===== src/rtl/dsu_pkg.sv =====
package dsu_pkg;
  localparam int unsigned FRAME_BYTES = 5;

  typedef enum logic [1:0] {
    SQ_IDLE = 2'd0,
    SQ_PUSH = 2'd1,
    SQ_POP  = 2'd2
  } seq_st_e;

  typedef enum logic [1:0] {
    PNC_NONE   = 2'd0,
    PNC_RANGE  = 2'd1,
    PNC_RETMIS = 2'd2,
    PNC_OVF    = 2'd3
  } panic_e;
endpackage


===== src/rtl/dsu_jt_decode.sv =====
// Jump-table window test and slice (domain) extraction for one address.
module dsu_jt_decode #(
  parameter int unsigned AW       = 16,
  parameter int unsigned DW       = 3,
  parameter int unsigned SLICE_LG = 4
) (
  input  logic [AW-1:0] addr,
  input  logic [AW-1:0] base,
  input  logic [AW-1:0] bound,
  output logic          in_tbl,
  output logic [DW-1:0] slice
);
  logic [AW-1:0] offs;

  always_comb begin
    offs   = addr - base;
    in_tbl = (addr >= base) && (addr < bound);
    slice  = DW'(offs >> SLICE_LG);
  end
endmodule


===== src/rtl/dsu_range_chk.sv =====
// Parallel compare of one address against every domain's code range.
module dsu_range_chk #(
  parameter int unsigned AW   = 16,
  parameter int unsigned NDOM = 8
) (
  input  logic [AW-1:0]      addr,
  input  logic [NDOM*AW-1:0] lo_flat,
  input  logic [NDOM*AW-1:0] hi_flat,
  output logic [NDOM-1:0]    hit
);
  for (genvar d = 0; d < NDOM; d++) begin : g_dom
    logic [AW-1:0] lo_v, hi_v;
    assign lo_v   = lo_flat[d*AW +: AW];
    assign hi_v   = hi_flat[d*AW +: AW];
    assign hit[d] = (addr >= lo_v) && (addr <= hi_v);
  end
endmodule


===== src/rtl/dsu_frame_seq.sv =====
// Safe-stack frame sequencer: byte-serial push on call/interrupt,
// top-down pop with return-address verification on cross-domain return.
module dsu_frame_seq
  import dsu_pkg::*;
#(
  parameter int unsigned   AW      = 16,
  parameter int unsigned   DW      = 3,
  parameter logic [AW-1:0] SS_BASE = AW'(256)
) (
  input  logic          clk,
  input  logic          rst_n,
  input  logic          xcall,
  input  logic [DW-1:0] call_dom,
  input  logic [AW-1:0] call_ret,
  input  logic          irq_take,
  input  logic [AW-1:0] pc,
  input  logic [AW-1:0] sp,
  input  logic          xret,
  input  logic [AW-1:0] ret_addr,
  input  logic [7:0]    ram_rdata,
  output logic [AW-1:0] ram_addr,
  output logic [7:0]    ram_wdata,
  output logic          ram_we,
  output logic          ram_re,
  output logic [DW-1:0] cur_dom,
  output logic [AW-1:0] cur_bound,
  output logic          busy,
  output logic          pls_ovf,
  output logic          pls_mis
);
  localparam logic [2:0] LAST_BYTE = 3'(FRAME_BYTES - 1);

  seq_st_e       st_q, st_d;
  logic [2:0]    cnt_q, cnt_d;
  logic [AW-1:0] ssp_q, ssp_d;
  logic [DW-1:0] dom_q, dom_d;
  logic [AW-1:0] bnd_q, bnd_d;
  logic [AW-1:0] fret_q, fret_d;
  logic [DW-1:0] ndom_q, ndom_d;
  logic [AW-1:0] nbnd_q, nbnd_d;
  logic [AW-1:0] chk_q, chk_d;
  logic [DW-1:0] rdom_q, rdom_d;
  logic [7:0]    rbhi_q, rbhi_d;
  logic [7:0]    rblo_q, rblo_d;
  logic [7:0]    rrhi_q, rrhi_d;
  logic          ipend_q, ipend_d;
  logic [AW-1:0] ipc_q, ipc_d;
  logic          ovf_q, ovf_d;
  logic          mis_q, mis_d;

  logic [AW:0]   ssp_top;
  logic          would_ovf;
  logic [15:0]   ret16, bnd16, chk16, got16;

  assign ssp_top   = {1'b0, ssp_q} + (AW+1)'(FRAME_BYTES);
  assign would_ovf = ssp_top > {1'b0, sp};

  always_comb begin
    st_d    = st_q;    cnt_d  = cnt_q;  ssp_d  = ssp_q;
    dom_d   = dom_q;   bnd_d  = bnd_q;  fret_d = fret_q;
    ndom_d  = ndom_q;  nbnd_d = nbnd_q; chk_d  = chk_q;
    rdom_d  = rdom_q;  rbhi_d = rbhi_q; rblo_d = rblo_q;
    rrhi_d  = rrhi_q;  ipend_d = ipend_q; ipc_d = ipc_q;
    ovf_d   = 1'b0;    mis_d  = 1'b0;
    ram_we  = 1'b0;    ram_re = 1'b0;
    ram_addr  = '0;
    ram_wdata = '0;
    ret16 = 16'(fret_q);
    bnd16 = 16'(bnd_q);
    chk16 = 16'(chk_q);
    got16 = {rrhi_q, ram_rdata};

    unique case (st_q)
      SQ_IDLE: begin
        if (irq_take || ipend_q) begin
          // a held interrupt goes first; a fresh one is held behind it
          ipend_d = ipend_q && irq_take;
          if (ipend_q && irq_take) ipc_d = pc;
          if (would_ovf) begin
            ovf_d = 1'b1;
          end else begin
            st_d   = SQ_PUSH;
            cnt_d  = '0;
            fret_d = ipend_q ? ipc_q : pc;
            ndom_d = '0;
            nbnd_d = sp;
          end
        end else if (xcall) begin
          if (would_ovf) begin
            ovf_d = 1'b1;
          end else begin
            st_d   = SQ_PUSH;
            cnt_d  = '0;
            fret_d = call_ret;
            ndom_d = call_dom;
            nbnd_d = sp;
          end
        end else if (xret) begin
          if (ssp_q == SS_BASE) begin
            mis_d = 1'b1;
          end else begin
            st_d  = SQ_POP;
            cnt_d = '0;
            chk_d = ret_addr;
          end
        end
      end

      SQ_PUSH: begin
        ram_we   = 1'b1;
        ram_addr = ssp_q + AW'(cnt_q);
        unique case (cnt_q)
          3'd0:    ram_wdata = ret16[7:0];
          3'd1:    ram_wdata = ret16[15:8];
          3'd2:    ram_wdata = bnd16[7:0];
          3'd3:    ram_wdata = bnd16[15:8];
          default: ram_wdata = 8'(dom_q);
        endcase
        if (cnt_q == LAST_BYTE) begin
          st_d  = SQ_IDLE;
          dom_d = ndom_q;
          bnd_d = nbnd_q;
          ssp_d = ssp_top[AW-1:0];
        end else begin
          cnt_d = cnt_q + 3'd1;
        end
      end

      SQ_POP: begin
        ram_addr = ssp_q - AW'(cnt_q) - AW'(1);
        ram_re   = (cnt_q <= LAST_BYTE);
        unique case (cnt_q)
          3'd1:    rdom_d = DW'(ram_rdata);
          3'd2:    rbhi_d = ram_rdata;
          3'd3:    rblo_d = ram_rdata;
          3'd4:    rrhi_d = ram_rdata;
          default: ;
        endcase
        if (cnt_q == 3'd5) begin
          st_d = SQ_IDLE;
          if (got16 == chk16) begin
            dom_d = rdom_q;
            bnd_d = AW'({rbhi_q, rblo_q});
            ssp_d = ssp_q - AW'(FRAME_BYTES);
          end else begin
            mis_d = 1'b1;
          end
        end else begin
          cnt_d = cnt_q + 3'd1;
        end
      end

      default: st_d = SQ_IDLE;
    endcase

    if (st_q != SQ_IDLE && irq_take && !ipend_q) begin
      ipend_d = 1'b1;
      ipc_d   = pc;
    end
  end

  always_ff @(posedge clk or negedge rst_n) begin
    if (!rst_n) begin
      st_q    <= SQ_IDLE;
      cnt_q   <= '0;
      ssp_q   <= SS_BASE;
      dom_q   <= '0;
      bnd_q   <= '1;
      fret_q  <= '0;
      ndom_q  <= '0;
      nbnd_q  <= '0;
      chk_q   <= '0;
      rdom_q  <= '0;
      rbhi_q  <= '0;
      rblo_q  <= '0;
      rrhi_q  <= '0;
      ipend_q <= 1'b0;
      ipc_q   <= '0;
      ovf_q   <= 1'b0;
      mis_q   <= 1'b0;
    end else begin
      st_q    <= st_d;
      cnt_q   <= cnt_d;
      ssp_q   <= ssp_d;
      dom_q   <= dom_d;
      bnd_q   <= bnd_d;
      fret_q  <= fret_d;
      ndom_q  <= ndom_d;
      nbnd_q  <= nbnd_d;
      chk_q   <= chk_d;
      rdom_q  <= rdom_d;
      rbhi_q  <= rbhi_d;
      rblo_q  <= rblo_d;
      rrhi_q  <= rrhi_d;
      ipend_q <= ipend_d;
      ipc_q   <= ipc_d;
      ovf_q   <= ovf_d;
      mis_q   <= mis_d;
    end
  end

  assign cur_dom   = dom_q;
  assign cur_bound = bnd_q;
  assign busy      = (st_q != SQ_IDLE);
  assign pls_ovf   = ovf_q;
  assign pls_mis   = mis_q;

  // no safe-stack write outside a push
  assert_no_we_idle_R1: assert property (@(posedge clk) disable iff (!rst_n)
    (st_q == SQ_IDLE) |-> !ram_we);

  // a finished push moves the pointer up by one frame
  assert_frame_len_R3: assert property (@(posedge clk) disable iff (!rst_n)
    (st_q == SQ_PUSH && cnt_q == LAST_BYTE) |=> (ssp_q == $past(ssp_q) + AW'(FRAME_BYTES)));

  // a finished pop either drops one frame or reports a mismatch
  assert_pop_len_R5: assert property (@(posedge clk) disable iff (!rst_n)
    (st_q == SQ_POP && cnt_q == 3'd5) |=> (mis_q || ssp_q == $past(ssp_q) - AW'(FRAME_BYTES)));

  // a mismatch leaves domain, bound and pointer untouched
  assert_mis_keeps_state_R6: assert property (@(posedge clk) disable iff (!rst_n)
    mis_q |-> ($stable(dom_q) && $stable(bnd_q) && $stable(ssp_q)));

  // an overflow refusal starts no transfer
  assert_no_overflow_R8: assert property (@(posedge clk) disable iff (!rst_n)
    ovf_q |-> (st_q == SQ_IDLE && $stable(ssp_q)));
endmodule


===== src/rtl/xdom_call_unit.sv =====
module xdom_call_unit
  import dsu_pkg::*;
#(
  parameter int unsigned   AW       = 16,
  parameter int unsigned   NDOM     = 8,
  parameter int unsigned   SLICE_LG = 4,
  parameter logic [AW-1:0] SS_BASE  = AW'(256),
  localparam int unsigned  DW       = $clog2(NDOM)
) (
  input  logic               clk,
  input  logic               rst_n,
  input  logic [AW-1:0]      cfg_jt_base,
  input  logic [AW-1:0]      cfg_jt_bound,
  input  logic [NDOM*AW-1:0] cfg_dom_lo,
  input  logic [NDOM*AW-1:0] cfg_dom_hi,
  input  logic               call_vld,
  input  logic [AW-1:0]      call_tgt,
  input  logic [AW-1:0]      call_ret,
  input  logic               ret_vld,
  input  logic [AW-1:0]      ret_addr,
  input  logic               irq_take,
  input  logic [AW-1:0]      pc,
  input  logic [AW-1:0]      sp,
  output logic [AW-1:0]      ram_addr,
  output logic [7:0]         ram_wdata,
  output logic               ram_we,
  output logic               ram_re,
  input  logic [7:0]         ram_rdata,
  output logic [DW-1:0]      cur_dom,
  output logic [AW-1:0]      cur_bound,
  output logic               busy,
  output logic               panic,
  output logic [1:0]         panic_cause
);
  logic          tgt_in_tbl, pc_in_tbl;
  logic [DW-1:0] tgt_slice, pc_slice;
  logic [NDOM-1:0] pc_hit, ret_hit;
  logic          xcall, xret, pc_err;
  logic          pls_ovf, pls_mis;

  dsu_jt_decode #(.AW(AW), .DW(DW), .SLICE_LG(SLICE_LG)) u_jt_tgt (
    .addr(call_tgt), .base(cfg_jt_base), .bound(cfg_jt_bound),
    .in_tbl(tgt_in_tbl), .slice(tgt_slice)
  );

  dsu_jt_decode #(.AW(AW), .DW(DW), .SLICE_LG(SLICE_LG)) u_jt_pc (
    .addr(pc), .base(cfg_jt_base), .bound(cfg_jt_bound),
    .in_tbl(pc_in_tbl), .slice(pc_slice)
  );

  dsu_range_chk #(.AW(AW), .NDOM(NDOM)) u_rng_pc (
    .addr(pc), .lo_flat(cfg_dom_lo), .hi_flat(cfg_dom_hi), .hit(pc_hit)
  );

  dsu_range_chk #(.AW(AW), .NDOM(NDOM)) u_rng_ret (
    .addr(ret_addr), .lo_flat(cfg_dom_lo), .hi_flat(cfg_dom_hi), .hit(ret_hit)
  );

  always_comb begin
    xcall  = call_vld && tgt_in_tbl && (tgt_slice != cur_dom);
    xret   = ret_vld && !ret_hit[cur_dom];
    pc_err = !busy && (cur_dom != '0) && !pc_hit[cur_dom]
             && !(pc_in_tbl && pc_slice == cur_dom);
  end

  dsu_frame_seq #(.AW(AW), .DW(DW), .SS_BASE(SS_BASE)) u_seq (
    .clk(clk), .rst_n(rst_n),
    .xcall(xcall), .call_dom(tgt_slice), .call_ret(call_ret),
    .irq_take(irq_take), .pc(pc), .sp(sp),
    .xret(xret), .ret_addr(ret_addr),
    .ram_rdata(ram_rdata), .ram_addr(ram_addr), .ram_wdata(ram_wdata),
    .ram_we(ram_we), .ram_re(ram_re),
    .cur_dom(cur_dom), .cur_bound(cur_bound), .busy(busy),
    .pls_ovf(pls_ovf), .pls_mis(pls_mis)
  );

  always_comb begin
    panic_cause = PNC_NONE;
    if (pls_ovf)      panic_cause = PNC_OVF;
    else if (pls_mis) panic_cause = PNC_RETMIS;
    else if (pc_err)  panic_cause = PNC_RANGE;
    panic = pls_ovf || pls_mis || pc_err;
  end

  // the RAM port never reads and writes together
  assert_rw_excl_R3: assert property (@(posedge clk) disable iff (!rst_n)
    !(ram_we && ram_re));

  // the domain changes only at the end of a frame transfer
  assert_dom_via_frame_R2: assert property (@(posedge clk) disable iff (!rst_n)
    !$stable(cur_dom) |-> $past(busy));

  // the bound changes only at the end of a frame transfer
  assert_bound_via_frame_R4: assert property (@(posedge clk) disable iff (!rst_n)
    !$stable(cur_bound) |-> $past(busy));

  // no range panic is reported while the core is stalled
  assert_quiet_when_busy_R7: assert property (@(posedge clk) disable iff (!rst_n)
    busy |-> (panic_cause != PNC_RANGE));
endmodule


===== config.mk =====
export PLATFORM = sky130hd
export DESIGN_NAME = xdom_call_unit
export DESIGN_NICKNAME = d
export VERILOG_FILES = /design/src/rtl/dsu_pkg.sv /design/src/rtl/dsu_jt_decode.sv /design/src/rtl/dsu_range_chk.sv /design/src/rtl/dsu_frame_seq.sv /design/src/rtl/xdom_call_unit.sv
export SDC_FILE = /design/constraint.sdc
export NUM_CORES = 1
export LEC_CHECK = 0
export BUFFER_PORTS_ARGS = -buffer_cell sky130_fd_sc_hd__buf_2
export CAP_MARGIN = 0
export CELL_PAD_IN_SITES_DETAIL_PLACEMENT = 2
export CELL_PAD_IN_SITES_GLOBAL_PLACEMENT = 2
export CORE_MARGIN = 1
export CORE_UTILIZATION = 34
export CTS_CLUSTER_SIZE = 10
export DETAILED_ROUTE_END_ITERATION = 12
export GPL_TIMING_DRIVEN = 0
export HOLD_SLACK_MARGIN = 0.02
export PLACE_DENSITY = 0.95
export SETUP_SLACK_MARGIN = 0.5
export SLEW_MARGIN = 20
export SYNTH_ARGS = -nofsm -noshare
export SYNTH_HDL_FRONTEND = slang
export SYNTH_SLANG_ARGS = --single-unit

===== constraint.sdc =====
create_clock -name clk -period 9.8 [get_ports clk]
set_input_delay 1.47 -clock clk [delete_from_list [all_inputs] [get_ports clk]]
set_output_delay 1.47 -clock clk [all_outputs]
set_load 0.02 [all_outputs]

==> impl_metrics.ini, run 1 <==
[floorplan]
die_y_um = 254
core_area_um2 = 62200
row_count = 91
die_area_um2 = 64300
io_pins = 430
initial_core_util_pct = 34.6
dieWidth_um = 254

[worst_setup_path]
cp_cell_sequence = buf_2, ha_1, o21a_1, o221ai_1, a2111oi_0, nor4b_1, o21ai_0, a32oi_1, or4_1, a21oi_1, a21o_1, buf_2
startpoint = pc[4]
critPathArrivalTime_ns = 5.27
crit_top_cell = buf_2
cp_num_buf_inv = 2
critical_path.slowest_cell = buf_2
r2r_start = u_seq.ssp_q[0]$_DFFE_PN0P_
worst_setup_path_end_kind = primary output
cp_max_fo = 20
critical-path-top-delay-family = compound AO/OA/AOI/OAI gates
path_class = input pin to primary output
max_stage_delay_ns = 0.75
cp-start-kind = input pin
required_ns = 8.33

[cts]
root_buffer = clkbuf_16
clk_pin_slew_ns = 0.06
clkLatencyLatePin_ns = 0.45
cts_resized = 0
numCtsBuffers = 17
cts_tree = yes
cts.sinks = 137
cts_buffer_depth = 2
h-tree-depth = 4
cts_hold_buf = 0
cts_setup_buffers = 0

[final_layout]
layout_common_cells = ha_1 (608), buf_2 (437), inv_1 (325)
regArea_um2 = 3450
stdcell_count = 3873
fin_nets = 3996
utilization_pct = 40.9
multiInputGateArea_um2 = 16600
fillers = 7175
drive_gt1_share_pct = 19.2
final_common_cell = ha_1
area_growth_pct = 18.1

[grt]
gr-total-overflow = 0
antenna_found_initial = 23
grt_pass1_wl_um = 179000
grt_max_degree = 79
first_global_vias = 28493
grtUsageTotal_pct = 37.6

[power]
peakVddDrop_v = 0.000142
cellPowerDensity_nw_per_um2 = 203
p_sw_w = 0.00278
leakage_nw = 13.4
finalPower_w = 0.00517
clock_power_share_pct = 13.5
intPower_w = 0.00239
switching_share_pct = 53.7
pwr-share-seq_pct = 22.5
p_comb_share_pct = 64.0

[drt]
drc = 0
via_per_inst = 6.33
num_vias = 24499
drt_first_iter_violations = 1494
drtPass1Iterations = 5
routedWlPerCell_um = 31.6
routed_wl_um = 122000
drt.antenna.violating_nets = 0

[timing]
maxSlewViolCount = 0
setup_slack_ns = 3.06
finalHoldViolations = 0
relSlewSlack_pct = 16.9
skew_ns = 0.0172
fin_crit_sh_pct = 68.8
tns_ns = 0
timing.fmax_mhz = 148
setup_viol = 0
layout_min_cycle_time_ns = 6.74
tightest_slew_ns = 1.25
rsz0062_at_grt = false

[placed_design]
dp_hpwl_um = 91600
port_buffers = 429
dpl.cell_count = 3823
gp_congestion = 0.904
dp_slack_ns = 3.19

[synthesis]
synth_cell_types = 87
ys_ff_latch = 137
synthCells = 2556
syn_area_um2 = 21500
yosysWarningCount = 0
synth_ff_type = dfrtp_1
syn_area_per_cell_um2 = 8.42
synth_edf_count = 0
async_flop_share_pct = 100
synth_fp_nets = 3547
seq_area_frac_synth_pct = 16.0

[min_path]
hold_path_class = register to register
holdCritStartpoint = u_seq.ndom_q[2]$_DFFE_PN0P_

[flow_run]
maxCapViolCount = 0

[run_status]
status = completed
worst paths after layout:
kind	to	slack (ns)	depth (start not counted)
setup / recovery	panic_cause[0]	3.06	12
hold / removal	u_seq.ndom_q[2]$_DFFE_PN0P_	0.50	2
setup reg to reg	u_seq.fret_q[6]$_DFFE_PN0P_	4.48	16
hold reg to reg	u_seq.ndom_q[2]$_DFFE_PN0P_	0.50	2
max in group asynchronous	u_seq.cur_bound[0]$_DFFE_PN1P_	7.98	2
min in group asynchronous	u_seq.ssp_q[15]$_DFFE_PN0P_	0.97	1
Yosys cell counts, drive strengths merged, types with 10 or more instances:
cell type / n / area, um^2
o221ai: 10 / 87.6
nor3: 37 / 201
xnor2: 38 / 333
xor2: 35 / 307
a211o: 13 / 114
o22ai: 13 / 87.6
nor2b: 30 / 195
mux2i: 38 / 380
a21o: 69 / 518
clkbuf: 35 / 136
nand4: 93 / 582
or3: 10 / 62.6
o21a: 19 / 143
a21oi: 225 / 1130
a211oi: 34 / 255
inv: 326 / 1220
a31oi: 12 / 75.1
buf: 22 / 128
dfstp: 17 / 447
a22oi: 27 / 203
and4: 13 / 115
dfrtp: 120 / 3000
nor4: 16 / 100
nand3: 42 / 210
a2111oi: 12 / 105
ha: 608 / 7610
nand2: 161 / 612
o211ai: 22 / 165
nand2b: 29 / 181
mux2: 60 / 717
nor2: 125 / 469
o21ai: 147 / 736
tightest hold or removal path: cells and delay by family, from the launching register on:
family | cells | cell delay (ns)
and+or+nand+nor | 1 | 0.06
AOI/OAI and AO/OA | 1 | 0.06
DFF | 1 | 0.35
cells by family (layout without fill, tap and decap cells):
group	Yosys count	count (layout)	share of synthesized area, %
and+or+nand+nor	592	592	13.9
muxes	98	98	5.10
adders and majority gates	610	610	35.5
buffers and inverters	384	846	6.93
AOI/OAI and AO/OA	661	661	19.4
xor gates and xnor gates	74	74	3.08
DFF	137	137	16.0
other	0	18	0
flip-flops by register name, indices dropped and copies added (netlist names):
register / count
u_seq.chk16: 16
u_seq.cur_bound: 16
u_seq.fret_q: 16
u_seq.ipc_q: 16
u_seq.nbnd_q: 16
u_seq.ssp_q: 16
u_seq.rbhi_q: 8
u_seq.rblo_q: 8
u_seq.rrhi_q: 8
u_seq.cnt_q: 3
u_seq.cur_dom: 3
u_seq.ndom_q: 3
u_seq.rdom_q: 3
u_seq.st_q: 2
u_seq.ipend_q: 1
u_seq.pls_mis: 1
u_seq.pls_ovf: 1
metrics by stage:
| step | area [um^2] | hold WS, ns |
|---|---|---|
| 2_1_floorplan | 21500 | 0.448 |
| 3_3_place_gp | 24700 | 0.468 |
| 3_5_place_dp | 24800 | 0.485 |
| 4_1_cts | 25400 | 0.505 |
| 5_1_grt | 25400 | 0.527 |
| 6_report | 25400 | 0.498 |
power by group through the flow:
| stage | sequential (W) | combinational (W) | clock [W] |
|---|---|---|---|
| final | 0.00117 | 0.00331 | 0.000696 |
| after floorplan | 0.00106 | 0.00181 | 0 |
| after global routing | 0.00117 | 0.00348 | 0.000713 |
| after detailed placement | 0.00112 | 0.00305 | 0 |
| after CTS | 0.00114 | 0.00322 | 0.000698 |
| after global placement | 0.00108 | 0.00276 | 0 |
layout make-up:
class,instances,area share (%)
Buffer,57,1.04
Timing Repair Buffer,430,8.60
Tap cell,837,4.12
Clock buffer,21,1.81
Sequential cell,137,13.6
Antenna cell,18,0.177
Clock inverter,11,0.576
Multi-Input combinational cell,2035,65.3
Inverter,327,4.83
per-layer routing:
metal	part of all wire, %	track usage (%)
met4	8.7	30.5
met3	7.2	7.83
met2	47	63.0
met1	37	41.1
met5	0.084	0
Power figures use the tool's default switching activity.
==> inputs of run 2 (changes only) <==
--- a/config.mk
+++ b/config.mk
@@ -5,17 +5,18 @@
 export SDC_FILE = /design/constraint.sdc
 export NUM_CORES = 1
 export LEC_CHECK = 0
+export ABC_AREA = 1
 export BUFFER_PORTS_ARGS = -buffer_cell sky130_fd_sc_hd__buf_2
 export CAP_MARGIN = 0
 export CELL_PAD_IN_SITES_DETAIL_PLACEMENT = 2
 export CELL_PAD_IN_SITES_GLOBAL_PLACEMENT = 2
 export CORE_MARGIN = 1
-export CORE_UTILIZATION = 34
+export CORE_UTILIZATION = 29
 export CTS_CLUSTER_SIZE = 10
 export DETAILED_ROUTE_END_ITERATION = 12
 export GPL_TIMING_DRIVEN = 0
 export HOLD_SLACK_MARGIN = 0.02
-export PLACE_DENSITY = 0.95
+export PLACE_DENSITY = 0.92
 export SETUP_SLACK_MARGIN = 0.5
 export SLEW_MARGIN = 20
 export SYNTH_ARGS = -nofsm -noshare
==> constraint.sdc (replaced) <==
create_clock -name clk -period 5.8 [get_ports clk]
set_input_delay 0.87 -clock clk [delete_from_list [all_inputs] [get_ports clk]]
set_output_delay 0.87 -clock clk [all_outputs]
set_load 0.02 [all_outputs]
==> impl_metrics.ini, run 2 <==
[timing]
relSlewSlack_pct = 37.2
tns_ns = 0
fin_crit_sh_pct = 83.5
rsz0062_at_grt = false
finalHoldViolations = 0
skew_ns = 0.0144
setup_viol = 0
tightest_slew_ns = 0.942
layout_min_cycle_time_ns = 4.85
timing.fmax_mhz = 206
maxSlewViolCount = 0

[synthesis]
seq_area_frac_synth_pct = 15.4
syn_area_um2 = 22400
synth_cell_types = 48
synthTopCellsByArea = ha_1 (34%), dfrtp_1 (13%), nand2_1 (12%)
async_flop_share_pct = 100
yosysWarningCount = 0
synthCells = 3268
synth_common_cells = nand2_1 (743), ha_1 (608), inv_1 (537)
synth_edf_count = 0
synth_most_common_cell = nand2_1
synth_top_area_share_pct = 34.0
syn_area_per_cell_um2 = 6.86
yosys.area.top_type = ha_1
synth_ff_type = dfrtp_1
ys_ff_latch = 137
synth_fp_nets = 4259

[run_status]
status = completed

[floorplan]
io_pins = 430
core_area_um2 = 76200
row_count = 101
dieWidth_um = 280
initial_core_util_pct = 29.4
die_area_um2 = 78400
die_y_um = 280

[grt]
grt-busiest-layer = met2
grt_pass1_wl_um = 179000
grt_max_degree = 81
grtUsageTotal_pct = 30.3
grt_use_met2_pct = 55.1
first_global_vias = 30396
antenna_found_initial = 34
met3_usage_pct = 5.32
met1_usage_pct = 31.9
gr-total-overflow = 0

[power]
finalPower_w = 0.00802
clock_power_share_pct = 15.3
peakVddDrop_v = 0.000263
leakage_nw = 15.1
cellPowerDensity_nw_per_um2 = 302
p_sw_w = 0.00436
p_comb_share_pct = 61.1
pwr-share-seq_pct = 23.6
intPower_w = 0.00365
switching_share_pct = 54.4

[placed_design]
dpl.cell_count = 4728
gp_congestion = 0.874
port_buffers = 429
place_area_um2 = 25900
dp_hpwl_um = 94100

[final_layout]
drive_gt1_share_pct = 13.9
final_common_cell = nand2_1
utilization_pct = 34.9
fillers = 9235
stdcell_count = 4780
final_area_um2 = 26600
layout_common_cells = nand2_1 (743), ha_1 (608), inv_1 (535)
fin_nets = 4708
area_growth_pct = 18.6

[worst_setup_path]
critical-path-top-delay-family = compound AO/OA/AOI/OAI gates
max_stage_delay_ns = 0.67
startpoint = pc[3]
path_depth = 15
critPathArrivalTime_ns = 3.98
r2r_start = u_seq.ssp_q[8]$_DFFE_PN1P_
r2r_setup_slack_ns = 1.32
required_ns = 4.93
r2r_cells = 18
reg2reg_to = u_seq.ndom_q[2]$_DFFE_PN0P_
worst_setup_path_end_kind = primary output
cp_num_buf_inv = 2
path_class = input pin to primary output
critical_path.slowest_cell = buf_2
cp_cell_sequence = buf_2, ha_1, a21o_1, a21oi_1, nor2_1, a21oi_1, nand3b_1, nand2_1, nand2_1, nand2_1, nor2_1, a21oi_1, nand3_1, o21bai_1, buf_2
endpoint = panic_cause[0]
cp_max_fo = 19
cp-start-kind = input pin

[cts]
cts_buffer_depth = 2
clkLatencyLatePin_ns = 0.44
cts_tree = yes
cts_setup_buffers = 0
root_buffer = clkbuf_16
h-tree-depth = 4
cts.sinks = 137
numCtsBuffers = 17
clk_pin_slew_ns = 0.07

[flow_run]
maxCapViolCount = 0

[drt]
routed_wl_um = 121000
drt.antenna.violating_nets = 0
via_per_inst = 5.51
drc = 0
routedWlPerCell_um = 25.4
drt_first_iter_violations = 1301
num_vias = 26317
drtPass1Iterations = 5

[min_path]
hold_path_class = input pin to async pin
run 2: worst register-to-register path, delay by kind of cell (launching register included):
family,cells,cell delay [ns]
adders and majority gates,1,0.31
DFF,1,0.62
xor gates and xnor gates,1,0.28
AOI/OAI and AO/OA,1,0.13
buffers and inverters,6,0.86
and+or+nand+nor,9,2.17
run 2: stage by stage:
step	setup slack (ns)	hold slack [ns]
floorplan	2.11	0.442
CTS	0.600	0.376
global placement	0.698	0.463
finish	0.955	0.359
global route	0.759	0.382
detailed placement	0.896	0.470
run 2: cell type report:
type	count	area [um^2]	area share, %
Multi-Input combinational cell	2529	16700	62.7
Sequential cell	137	3450	13.0
Timing Repair Buffer	430	2180	8.22
Inverter	545	2050	7.70
Tap cell	1030	1290	4.85
Clock buffer	19	453	1.71
Buffer	57	256	0.966
Clock inverter	13	179	0.674
Antenna cell	20	50.0	0.188
run 2: worst min path at each step:
stage,start,end,slack (ns),cells after the start
6_report,rst_n,u_seq.ipc_q[10]$_DFFE_PN0P_,0.36,1
5_1_grt,rst_n,u_seq.ipc_q[6]$_DFFE_PN0P_,0.38,1
4_1_cts,rst_n,u_seq.cur_dom[1]$_DFFE_PN0P_,0.38,1
3_5_place_dp,u_seq.chk16[8]$_DFFE_PN0P_,u_seq.chk16[8]$_DFFE_PN0P_,0.47,2
3_3_place_gp,u_seq.fret_q[9]$_DFFE_PN0P_,u_seq.fret_q[9]$_DFFE_PN0P_,0.46,2
2_1_floorplan,u_seq.chk16[8]$_DFFE_PN0P_,u_seq.chk16[8]$_DFFE_PN0P_,0.44,2
run 2: per-layer routing:
metal	part of all wire, %	wire length (um)
met1	37	45400
met4	7.1	8610
met3	5.4	6610
met2	50	60600
met5	0.15	186
run 2: cells by family after synthesis:
group / synth area share, %
buffers and inverters: 10.3
adder cells (fa/ha/maj): 34.1
AO/OA/AOI/OAI: 16.4
AND/OR/NAND/NOR: 22.5
flip-flops: 15.4
XOR/XNOR: 1.33
run 2: power groups by stage:
stage / clock, W / combinational [W] / sequential (W)
6_report: 0.00123 / 0.00490 / 0.00189
3_3_place_gp: 0 / 0.00426 / 0.00180
3_5_place_dp: 0 / 0.00467 / 0.00184
5_1_grt: 0.00127 / 0.00533 / 0.00191
4_1_cts: 0.00124 / 0.00484 / 0.00187
2_1_floorplan: 0 / 0.00279 / 0.00176
run 2: timing repair:
item | in CTS | in global routing
endpoints found under the setup margin | 0 | 2
hold buffers | 0 | 0
resized for setup | 0 | 4
==> inputs of run 3 (changes only) <==
==> constraint.sdc (replaced) <==
create_clock -name clk -period 4.3 [get_ports clk]
set_input_delay 0.645 -clock clk [delete_from_list [all_inputs] [get_ports clk]]
set_output_delay 0.645 -clock clk [all_outputs]
set_load 0.02 [all_outputs]
==> impl_metrics.ini, run 3 (same netlist as run 2, synthesis figures left out) <==
[grt]
grt-busiest-layer = met2
met3_usage_pct = 5.38
met1_usage_pct = 32.3
grtUsageTotal_pct = 30.9
antenna_found_initial = 34
grt_pass1_wl_um = 183000
grt_max_degree = 81
grt_use_met2_pct = 56.6
first_global_vias = 30786
gr-total-overflow = 0

[placed_design]
port_buffers = 429
gp_congestion = 0.874
dp_hpwl_um = 94100
dp_slack_ns = -0.154

[floorplan]
row_count = 101
io_pins = 430
dieWidth_um = 280
core_area_um2 = 76200
die_y_um = 280
initial_core_util_pct = 29.4
die_area_um2 = 78400

[final_layout]
final_common_cell = nand2_1
drive_gt1_share_pct = 16.1
layout_common_cells = nand2_1 (740), ha_1 (606), inv_1 (530)
area_growth_pct = 21.6
fin_nets = 4743
utilization_pct = 35.8

[worst_setup_path]
cp_max_fo = 10
worst_setup_path_end_kind = register
critPathArrivalTime_ns = 4.39
cp-start-kind = register
path_class = register to register
required_ns = 4.59

[timing]
skew_ns = 0.0186
finalHoldViolations = 0
maxSlewViolCount = 0
fin_crit_sh_pct = 95.3
tightest_slew_ns = 0.970
rsz0062_at_grt = true
relSlewSlack_pct = 34.7
timing.fmax_mhz = 244
setup_viol = 0
setup_slack_ns = 0.204
layout_min_cycle_time_ns = 4.10

[drt]
drt_first_iter_violations = 1527
drt.antenna.violating_nets = 0
via_per_inst = 5.59
routedWlPerCell_um = 26.5
routed_wl_um = 127000
drc = 0
drtPass1Iterations = 5
num_vias = 26933

[cts]
cts_hold_buf = 0
clkLatencyLatePin_ns = 0.45
numCtsBuffers = 17
root_buffer = clkbuf_16
cts_buffer_depth = 2
cts_tree = yes
cts.sinks = 137
clk_pin_slew_ns = 0.08
h-tree-depth = 4

[power]
peakVddDrop_v = 0.000361
leakage_nw = 15.4
cellPowerDensity_nw_per_um2 = 431

[flow_run]
maxCapViolCount = 0

[min_path]
hold_path_class = input pin to async pin

[run_status]
status = completed
run 3: changes by cell type in the layout (fill, tap and decap cells not counted), sizes merged:
cell | previous run | this run
buf | 454 | 487
clkbuf | 52 | 54
clkinvlp | 1 | 2
diode | 20 | 22
inv | 549 | 548
run 3: cell type report:
cell class / instances / area (um^2)
fill: 9150 / 49000
multi-input combinational: 2529 / 16900
sequential: 137 / 3460
timing repair buffer: 465 / 2570
inverter: 545 / 2060
tap: 1030 / 1290
clock buffer: 19 / 453
buffer: 57 / 320
clock inverter: 13 / 179
antenna: 22 / 55.1
run 3: per-stage QoR:
step,instances,total power [W],setup TNS (ns),instance area [um^2],hold WS [ns]
after floorplan,3268,0.00614,0,22400,0.349
after global placement,4727,0.00818,-0.582,25800,0.463
after detailed placement,4728,0.00878,-0.226,25900,0.470
after CTS,4770,0.0109,0,26800,0.151
after global routing,4813,0.0123,0,27200,0.162
final,4817,0.0117,0,27200,0.128
run 3: final timing paths:
| kind | slack [ns] | from | cells after the start | endpoint |
|---|---|---|---|---|
| worst min register to register | 0.48 | u_seq.chk16[8]$_DFFE_PN0P_ | 2 | u_seq.chk16[8]$_DFFE_PN0P_ |
| worst max register to register | 0.20 | u_seq.ssp_q[8]$_DFFE_PN1P_ | 17 | u_seq.nbnd_q[6]$_DFFE_PN0P_ |
| worst max-delay path | 0.20 | u_seq.ssp_q[8]$_DFFE_PN1P_ | 17 | u_seq.nbnd_q[6]$_DFFE_PN0P_ |
| worst min-delay path | 0.13 | rst_n | 1 | u_seq.fret_q[7]$_DFFE_PN0P_ |
| max in group asynchronous | 3.33 | rst_n | 2 | u_seq.cur_bound[1]$_DFFE_PN1P_ |
| min in group clk | 0.48 | u_seq.chk16[8]$_DFFE_PN0P_ | 2 | u_seq.chk16[8]$_DFFE_PN0P_ |
run 3: routing by layer:
metal,share of wire (%),vias up
li1,-,11958
met1,37,13225
met2,50,1144
met3,5.5,576
met4,7.8,30
met5,0.15,-
run 3: power breakdown:
group          internal, W  switching [W]  total [W]  leakage [nW]
combinational      0.00234        0.00512    0.00746          13.5
clock             0.000965       0.000728    0.00169         0.308
sequential         0.00196       0.000622    0.00259          1.62
run 3: what timing repair did:
item / 4_1_cts / 5_1_grt
pin swaps: 2 / 11
setup buffers: 10 / 23
gates cloned: 0 / 2
setup endpoints to repair: 64 / 53
gates resized for setup: 58 / 67
run 3: critical path, cell delays in order (launching register included):
cell and delay [ns]:
dfstp_2 0.63, nand2_4 0.10, nor3_4 0.23, inv_2 0.10, nor3_4 0.22, inv_1 0.10, nor2_2 0.17, xor2_2 0.29
inv_1 0.15, ha_4 0.25, inv_2 0.11, o211ai_1 0.16, a21oi_2 0.24, nand3_2 0.18, nand2_4 0.12, nand3_4 0.20
buf_2 0.27, o21ai_0 0.39
